$ cat config.mk
export PLATFORM = sky130hd
export DESIGN_NAME = intc_ctrl
export DESIGN_NICKNAME = d
export VERILOG_FILES = /design/src/rtl/intc_pkg.sv /design/src/rtl/intc_edge_sync.sv /design/src/rtl/intc_regs.sv /design/src/rtl/intc_arbiter.sv /design/src/rtl/intc_ctrl.sv
export SDC_FILE = /design/constraint.sdc
export NUM_CORES = 1
export LEC_CHECK = 0
export ABC_AREA = 1
export BUFFER_PORTS_ARGS = -buffer_cell sky130_fd_sc_hd__buf_2
export CAP_MARGIN = 20
export CORE_ASPECT_RATIO = 0.9
export CORE_MARGIN = 10
export CORE_UTILIZATION = 51
export CTS_CLUSTER_DIAMETER = 200
export DETAILED_ROUTE_END_ITERATION = 7
export PLACE_DENSITY_LB_ADDON = 0.05
export SETUP_SLACK_MARGIN = 0.4
export SYNTH_ARGS = -nofsm -noshare
export SYNTH_HDL_FRONTEND = slang
export SYNTH_SLANG_ARGS = --single-unit
$ cat constraint.sdc
create_clock -name clk -period 2.7 [get_ports clk]
set_input_delay 0.135 -clock clk [delete_from_list [all_inputs] [get_ports clk]]
set_output_delay 0.135 -clock clk [all_outputs]
set_load 0.01 [all_outputs]
$ cat src/rtl/intc_pkg.sv
package intc_pkg;
  // Vector of a source: fixed spacing starting one step above address zero.
  function automatic int unsigned vector_for(int unsigned idx, int unsigned step);
    return (idx + 1) * step;
  endfunction
endpackage

$ cat src/rtl/intc_edge_sync.sv
module intc_edge_sync (
  input  logic clk,
  input  logic rst_n,
  input  logic din,
  output logic rise
);
  logic s1, s2, s3;

  always_ff @(posedge clk or negedge rst_n) begin
    if (!rst_n) begin
      s1 <= 1'b0;
      s2 <= 1'b0;
      s3 <= 1'b0;
    end else begin
      s1 <= din;
      s2 <= s1;
      s3 <= s2;
    end
  end

  assign rise = s2 & ~s3;
endmodule

$ cat src/rtl/intc_regs.sv
module intc_regs #(
  parameter int NSRC = 4,
  localparam int RW = NSRC + 1
) (
  input  logic            clk,
  input  logic            rst_n,
  input  logic [NSRC-1:0] evt,
  input  logic            we,
  input  logic            addr,
  input  logic [RW-1:0]   wdata,
  input  logic            take,
  input  logic [NSRC-1:0] clr,
  input  logic            reti,
  output logic [NSRC-1:0] flags,
  output logic [NSRC-1:0] en,
  output logic            gie,
  output logic [RW-1:0]   rdata
);
  logic [NSRC-1:0] flag_nx;

  // Software write first, then the acknowledge clear, then new events win.
  always_comb begin
    flag_nx = flags;
    if (we && addr) flag_nx = wdata[NSRC:1];
    if (take) flag_nx = flag_nx & ~clr;
    flag_nx = flag_nx | evt;
  end

  always_ff @(posedge clk or negedge rst_n) begin
    if (!rst_n) begin
      flags <= '0;
      en    <= '0;
      gie   <= 1'b0;
    end else begin
      flags <= flag_nx;
      if (we && !addr) en <= wdata[NSRC:1];
      if (take)      gie <= 1'b0;
      else if (reti) gie <= 1'b1;
      else if (we)   gie <= wdata[0];
    end
  end

  assign rdata = addr ? {flags, gie} : {en, gie};
endmodule

$ cat src/rtl/intc_arbiter.sv
module intc_arbiter #(
  parameter int NSRC  = 4,
  parameter int SRC_W = 2
) (
  input  logic [NSRC-1:0]  pend,
  output logic [NSRC-1:0]  grant,
  output logic [SRC_W-1:0] idx,
  output logic             any
);
  for (genvar i = 0; i < NSRC; i++) begin : g_pri
    if (i == 0) begin : g_top
      assign grant[i] = pend[0];
    end else begin : g_rest
      assign grant[i] = pend[i] & ~(|pend[i-1:0]);
    end
  end

  always_comb begin
    idx = '0;
    for (int i = 0; i < NSRC; i++)
      if (grant[i]) idx = idx | SRC_W'(i);
  end

  assign any = |pend;
endmodule

$ cat src/rtl/intc_ctrl.sv
module intc_ctrl #(
  parameter int NUM_TMR  = 2,
  parameter int PC_W     = 11,
  parameter int VEC_STEP = 4,
  localparam int NSRC  = NUM_TMR + 2,
  localparam int SRC_W = $clog2(NSRC),
  localparam int RW    = NSRC + 1
) (
  input  logic               clk,
  input  logic               rst_n,
  input  logic               ext_pin,
  input  logic [NUM_TMR-1:0] tmr_ovf,
  input  logic               tb_tick,
  input  logic               core_ready,
  input  logic               stack_full,
  input  logic               reti,
  input  logic               reg_we,
  input  logic               reg_addr,
  input  logic [RW-1:0]      reg_wdata,
  output logic [RW-1:0]      reg_rdata,
  output logic               irq_ack,
  output logic [SRC_W-1:0]   irq_src,
  output logic [PC_W-1:0]    irq_vec
);
  import intc_pkg::*;

  logic            ext_rise;
  logic [NSRC-1:0] src_evt;
  logic [NSRC-1:0] flags, en, pend, grant;
  logic [SRC_W-1:0] win_idx;
  logic            any_pend, gie, take;

  intc_edge_sync u_sync (
    .clk (clk), .rst_n (rst_n), .din (ext_pin), .rise (ext_rise)
  );

  assign src_evt = {tb_tick, tmr_ovf, ext_rise};

  intc_regs #(.NSRC(NSRC)) u_regs (
    .clk (clk), .rst_n (rst_n), .evt (src_evt),
    .we (reg_we), .addr (reg_addr), .wdata (reg_wdata),
    .take (take), .clr (grant), .reti (reti),
    .flags (flags), .en (en), .gie (gie), .rdata (reg_rdata)
  );

  assign pend = flags & en;

  intc_arbiter #(.NSRC(NSRC), .SRC_W(SRC_W)) u_arb (
    .pend (pend), .grant (grant), .idx (win_idx), .any (any_pend)
  );

  assign take = core_ready & gie & ~stack_full & any_pend;

  always_ff @(posedge clk or negedge rst_n) begin
    if (!rst_n) begin
      irq_ack <= 1'b0;
      irq_src <= '0;
      irq_vec <= '0;
    end else begin
      irq_ack <= take;
      if (take) begin
        irq_src <= win_idx;
        irq_vec <= PC_W'(vector_for(int'(win_idx), VEC_STEP));
      end
    end
  end
endmodule

# After elaboration in Yosys (flattened, before gate mapping)
# Cells that the tools add are included.
# Widths: inputs -> output; s select.
word_totals:
  elab_cells: 42
  inputBits: 16
  ff_bits: 24
op_classes:
  n_reduce_logical: 7
  n_bitwise: 16
  n_addsub: 1
  mux: 9
op_table:
  columns: ["operator", "n"]
  rows:
  - ["$and 4x4->4", 2]
  - ["$mux 4", 2]
  - ["$and 1x1->1", 7]
  - ["$mux 5", 1]
  - ["$not 1->1", 5]
  - ["$mux 1", 4]
  - ["$mux 2", 2]
  - ["$not 4->4", 1]
  - ["$or 4x4->4", 1]
  - ["$reduce_or 4->1", 1]
  - ["$add 2x1->3 const B", 1]
  - ["$reduce_bool 3->1", 1]
  - ["$reduce_or 3->1", 1]
  - ["$logic_and 1x1->1", 2]
  - ["$reduce_or 2->1", 1]
  - ["$logic_not 1->1", 1]

# Depth between registers and ports, before layout
logic_depth:
  word_depth: 8
  mapped_depth: 7
  depth_no_buf: 7

# Modules after synthesis
# A second synthesis with hierarchy kept.
unflattened:
  cells_unflattened: 134
  hier_area_um2: 1003.5
by_module_without_submodules:
  columns: ["module", "seq_area_each_um2", "area_per_inst_um2", "n_inst", "cells_per_inst"]
  rows:
  - ["intc_regs", 225.2, 485.5, 1, 69]
  - ["intc_ctrl", 150.1, 360.3, 1, 46]
  - ["intc_edge_sync", 75.1, 85.1, 1, 5]
  - ["intc_arbiter", 0.0, 72.6, 1, 14]

# Worst setup path after synthesis
# OpenSTA, ideal clock, no wires.
synth_path:
  path_type: "reg2reg"
  start: "register u_regs.flags[0]"
  end: "register u_regs.flags[1]"
  arrival_ns: 0.850
  required_ns: 2.577
  stages_incl_launch_ff: 7
  period_less_slack_ns: 0.973
  setup_ns: 0.123
  path_slack_ns: 1.727
  cell_sequence: "dfrtp_1 > nand2_1 > inv_1 > nor2_1 > inv_1 > o21ai_0 > nand2_1"
synth_via:
  elab_chain_cells: 7
synth_lines:
  columns: ["element", "line_no", "rtl"]
  rows:
  - ["from (decl)", "intc_regs.sv:14", "output logic [NSRC-1:0] flags,"]
  - ["from (signal assigned)", "intc_regs.sv:35", "flags <= flag_nx;"]
  - ["$and 4x4->4 *", "intc_ctrl.sv:46", "assign pend = flags & en;"]
  - ["$not 1->1", "intc_arbiter.sv:14", "assign grant[i] = pend[i] & ~(|pend[i-1:0]);"]
  - ["$and 1x1->1", "intc_arbiter.sv:14", null]
  - ["$not 4->4", "intc_regs.sv:25", "if (take) flag_nx = flag_nx & ~clr;"]
  - ["$and 4x4->4", "intc_regs.sv:25", null]
  - ["$mux 4 *", "intc_regs.sv:25", null]
  - ["$or 4x4->4 *", "intc_regs.sv:26", "flag_nx = flag_nx | evt;"]
  - ["named net u_regs.flag_nx[1]", "intc_regs.sv:19", "logic [NSRC-1:0] flag_nx;"]
# The timed path passes the listed nets; every way through them passes the cells marked *.
# A chain may end at the register's enable or synchronous reset.

# Final worst setup path
layout_path:
  start: "register u_regs.en[0]"
  end: "register u_regs.flags[1]"
layout_via:
  elab_chain_cells: 7
layout_lines:
  columns: ["element", "line_no", "rtl"]
  rows:
  - ["from (decl)", "intc_regs.sv:15", "output logic [NSRC-1:0] en,"]
  - ["from (signal assigned)", "intc_regs.sv:36", "if (we && !addr) en <= wdata[NSRC:1];"]
  - ["$and 4x4->4 *", "intc_ctrl.sv:46", null]
  - ["$not 1->1", "intc_arbiter.sv:14", null]
  - ["$and 1x1->1", "intc_arbiter.sv:14", null]
  - ["$not 4->4", "intc_regs.sv:25", null]
  - ["$and 4x4->4", "intc_regs.sv:25", null]
  - ["$mux 4 *", "intc_regs.sv:25", null]
  - ["$or 4x4->4 *", "intc_regs.sv:26", null]
  - ["named net u_regs.flag_nx[1]", "intc_regs.sv:19", null]
# Marked as above.

==> impl_metrics.toml <==
[timing]
hold_viol = 0
rsz0062_at_grt = "false"
fin_crit_ns = 1.104
tns_ns = 0
fin_crit_sh = 0.4091
clock_skew_ns = 0.001779
max_freq_ghz = 0.9054
setup_viol = 0
slew_violations = 0

[cells_and_area]
instances_no_fill = 171
areaGrowthSynthToFinish_pct = 17.18
drive_above_1_share = 0.2517
finalNetCount = 165
fin_util = 0.6414
final_common_cell = "nand2_1"
n_antenna_cell = 0
layout_common_cells = "nand2_1, buf_2, dfrtp_1"

[routing]
wl_um = 1954
firstDrtPassIters = 4
wl_per_cell_um = 11.43
ant_nets = 0
vias_per_cell = 4.602
drt_iter0_drc = 32
drc = 0
vias = 787

[die]
boundaryPins = 35
die_area_um2 = 3962
fp.dieW_um = 65.25
row_count = 14
start_util = 0.5474
die_h_um = 60.72
core-area_um2 = 1717

[setup_path]
cp-startpoint = "u_regs.en[0]$_DFFE_PN0P_"
cp_top_family = "flip-flops"
path_max_fanout = 3
start_kind = "register"
cp_num_buf_inv = 2
crit_path_end_kind = "register"
max_stage_delay_ns = 0.41
slowest_stage = "dfrtp_1"
crit_arrival_ns = 1.28
crit-reg2reg-launch = "u_regs.en[0]$_DFFE_PN0P_"
worstSetupPathType = "register to register"
crit_path_cell_trace = "nand2_1 > inv_1 > nor2_1 > inv_1 > o21ai_0 > nand2_1"
cp.required_ns = 2.88

[power]
combPwrFrac = 0.292
powerDensity_nw_per_um2 = 596.4
p_int_uw = 436.6
pwr-share-seq = 0.508
p_clk_frac = 0.200
finalPower_uw = 656.6
max-vdd-ir-drop_uv = 368.8
swShare = 0.3351
p_sw_uw = 220.0
power_leakage_nw = 0.6516

[clock_tree]
cts-resized-gates = 0
clockRootBuffer = "clkbuf_4"
cts_buffer_depth = 2
cts_tree = "built"
cts_buffers = 3
insertion_delay_ns = 0.28
cts.htree.levels = 1
clkTransAtPathRegs_ns = 0.10
clkSinkCount = 18

[synth]
syn_area_um2 = 939.7
ys_ff_latch = 18
yosysWarnings = 0
synth_area_leaders = "dfrtp_1, nand2_1, o21ai_0"
yosysSeqAreaShare = 0.4794
ys_types = 18
yosys.area.top_type_share = 0.4794
syn_area_per_cell_um2 = 7.963
yosys.area.top_type = "dfrtp_1"
synthCells = 118

[global_route]
grt_max_degree = 19
antenna_found_initial = 0
grt_usage = 0.1078
grt_pass1_wl_um = 3381
overflow = 0
grt_pass1_vias = 787

[place]
gp_congestion = 0.7593
dp_hpwl_um = 1572
portBuffers = 26
dp.cells = 166

[hold_path]
min_from = "tb_tick"
hold_class = "primary input to register"

[run_status]
status = "complete, no violations"

[run]
cap_violations = 0
[what timing repair did]
item,CTS,global route
setup buffers,0,0
hold buffers,2,0
endpoints found under the hold margin,19,0
[kinds of logic (layout without fill, tap and decap cells)]
family | Yosys count | after routing | share of synthesized area
AOI/OAI and AO/OA | 18 | 18 | 0.1039
DFF | 18 | 18 | 0.4794
other | 1 | 8 | 0.003991
buffers and inverters | 25 | 47 | 0.1385
and+or+nand+nor | 56 | 56 | 0.2743
[final timing paths]
path / depth (start not counted) / slack (ns) / endpoint
worst max-delay path: 6 / 1.60 / u_regs.flags[1]$_DFF_PN0_
worst min-delay path: 3 / 0.02 / u_regs.flags[3]$_DFF_PN0_
worst max register to register: 6 / 1.60 / u_regs.flags[1]$_DFF_PN0_
worst min register to register: 0 / 0.37 / u_sync.s2$_DFF_PN0_
max in group asynchronous: 2 / 2.13 / u_regs.flags[1]$_DFF_PN0_
min in group asynchronous: 2 / 0.29 / u_regs.en[3]$_DFFE_PN0P_
[worst reg2reg max path, stage by stage, from the launching register on]
cell     delay, ns
dfrtp_1       0.41
nand2_1       0.11
inv_1         0.06
nor2_1        0.12
inv_1         0.09
o21ai_0       0.14
nand2_1       0.07
[Yosys cell counts]
cell type,number
nand2_2,3
o21ai_0,14
buf_4,9
o211ai_1,1
nor2_4,2
nand3b_1,1
nand2_1,42
o21ai_1,1
nor2_1,4
a211oi_1,1
dfrtp_1,18
nand3_1,2
inv_4,1
conb_1,1
nor2_2,1
inv_1,15
nor2_8,1
a21o_1,1
[stage by stage]
step	setup WS (ns)	cell area, um^2	hold WS (ns)
6_report	1.596	1101	0.02261
4_1_cts	1.596	1101	0.01597
3_5_place_dp	1.614	1059	0.08947
5_1_grt	1.405	1101	0.01237
2_1_floorplan	1.727	965.9	-0.1606
3_3_place_gp	1.604	1059	0.08350
[power by group through the flow]
stage / Sequential, mW / Clock, mW / Combinational [mW]
floorplan: 0.351 / 0 / 0.116
global placement: 0.338 / 0 / 0.191
detailed placement: 0.339 / 0 / 0.193
CTS: 0.334 / 0.136 / 0.196
global route: 0.339 / 0.147 / 0.223
finish: 0.334 / 0.131 / 0.192
[state kept, by name (all words and copies together) (netlist names)]
name,count
u_regs.en,4
u_regs.flags,4
irq_vec,3
irq_src,2
irq_ack,1
u_regs.gie,1
u_sync.s1,1
u_sync.s2,1
u_sync.s3,1
[layout make-up]
| type | instances | area, um^2 |
|---|---|---|
| Multi-Input combinational cell | 82 | 385.4 |
| Tap cell | 24 | 30.03 |
| Timing Repair Buffer | 28 | 150.1 |
| Fill cell | 170 | 615.6 |
| Clock buffer | 3 | 22.52 |
| Sequential cell | 18 | 450.4 |
| Inverter | 16 | 62.56 |
[per-layer routing]
metal	wire, um	track usage
met2	788	0.1586
met1	945	0.1302
met4	13	0.05488
met3	206	0.04972
met5	0	0
No activity file was read; power rests on OpenSTA's default activity.
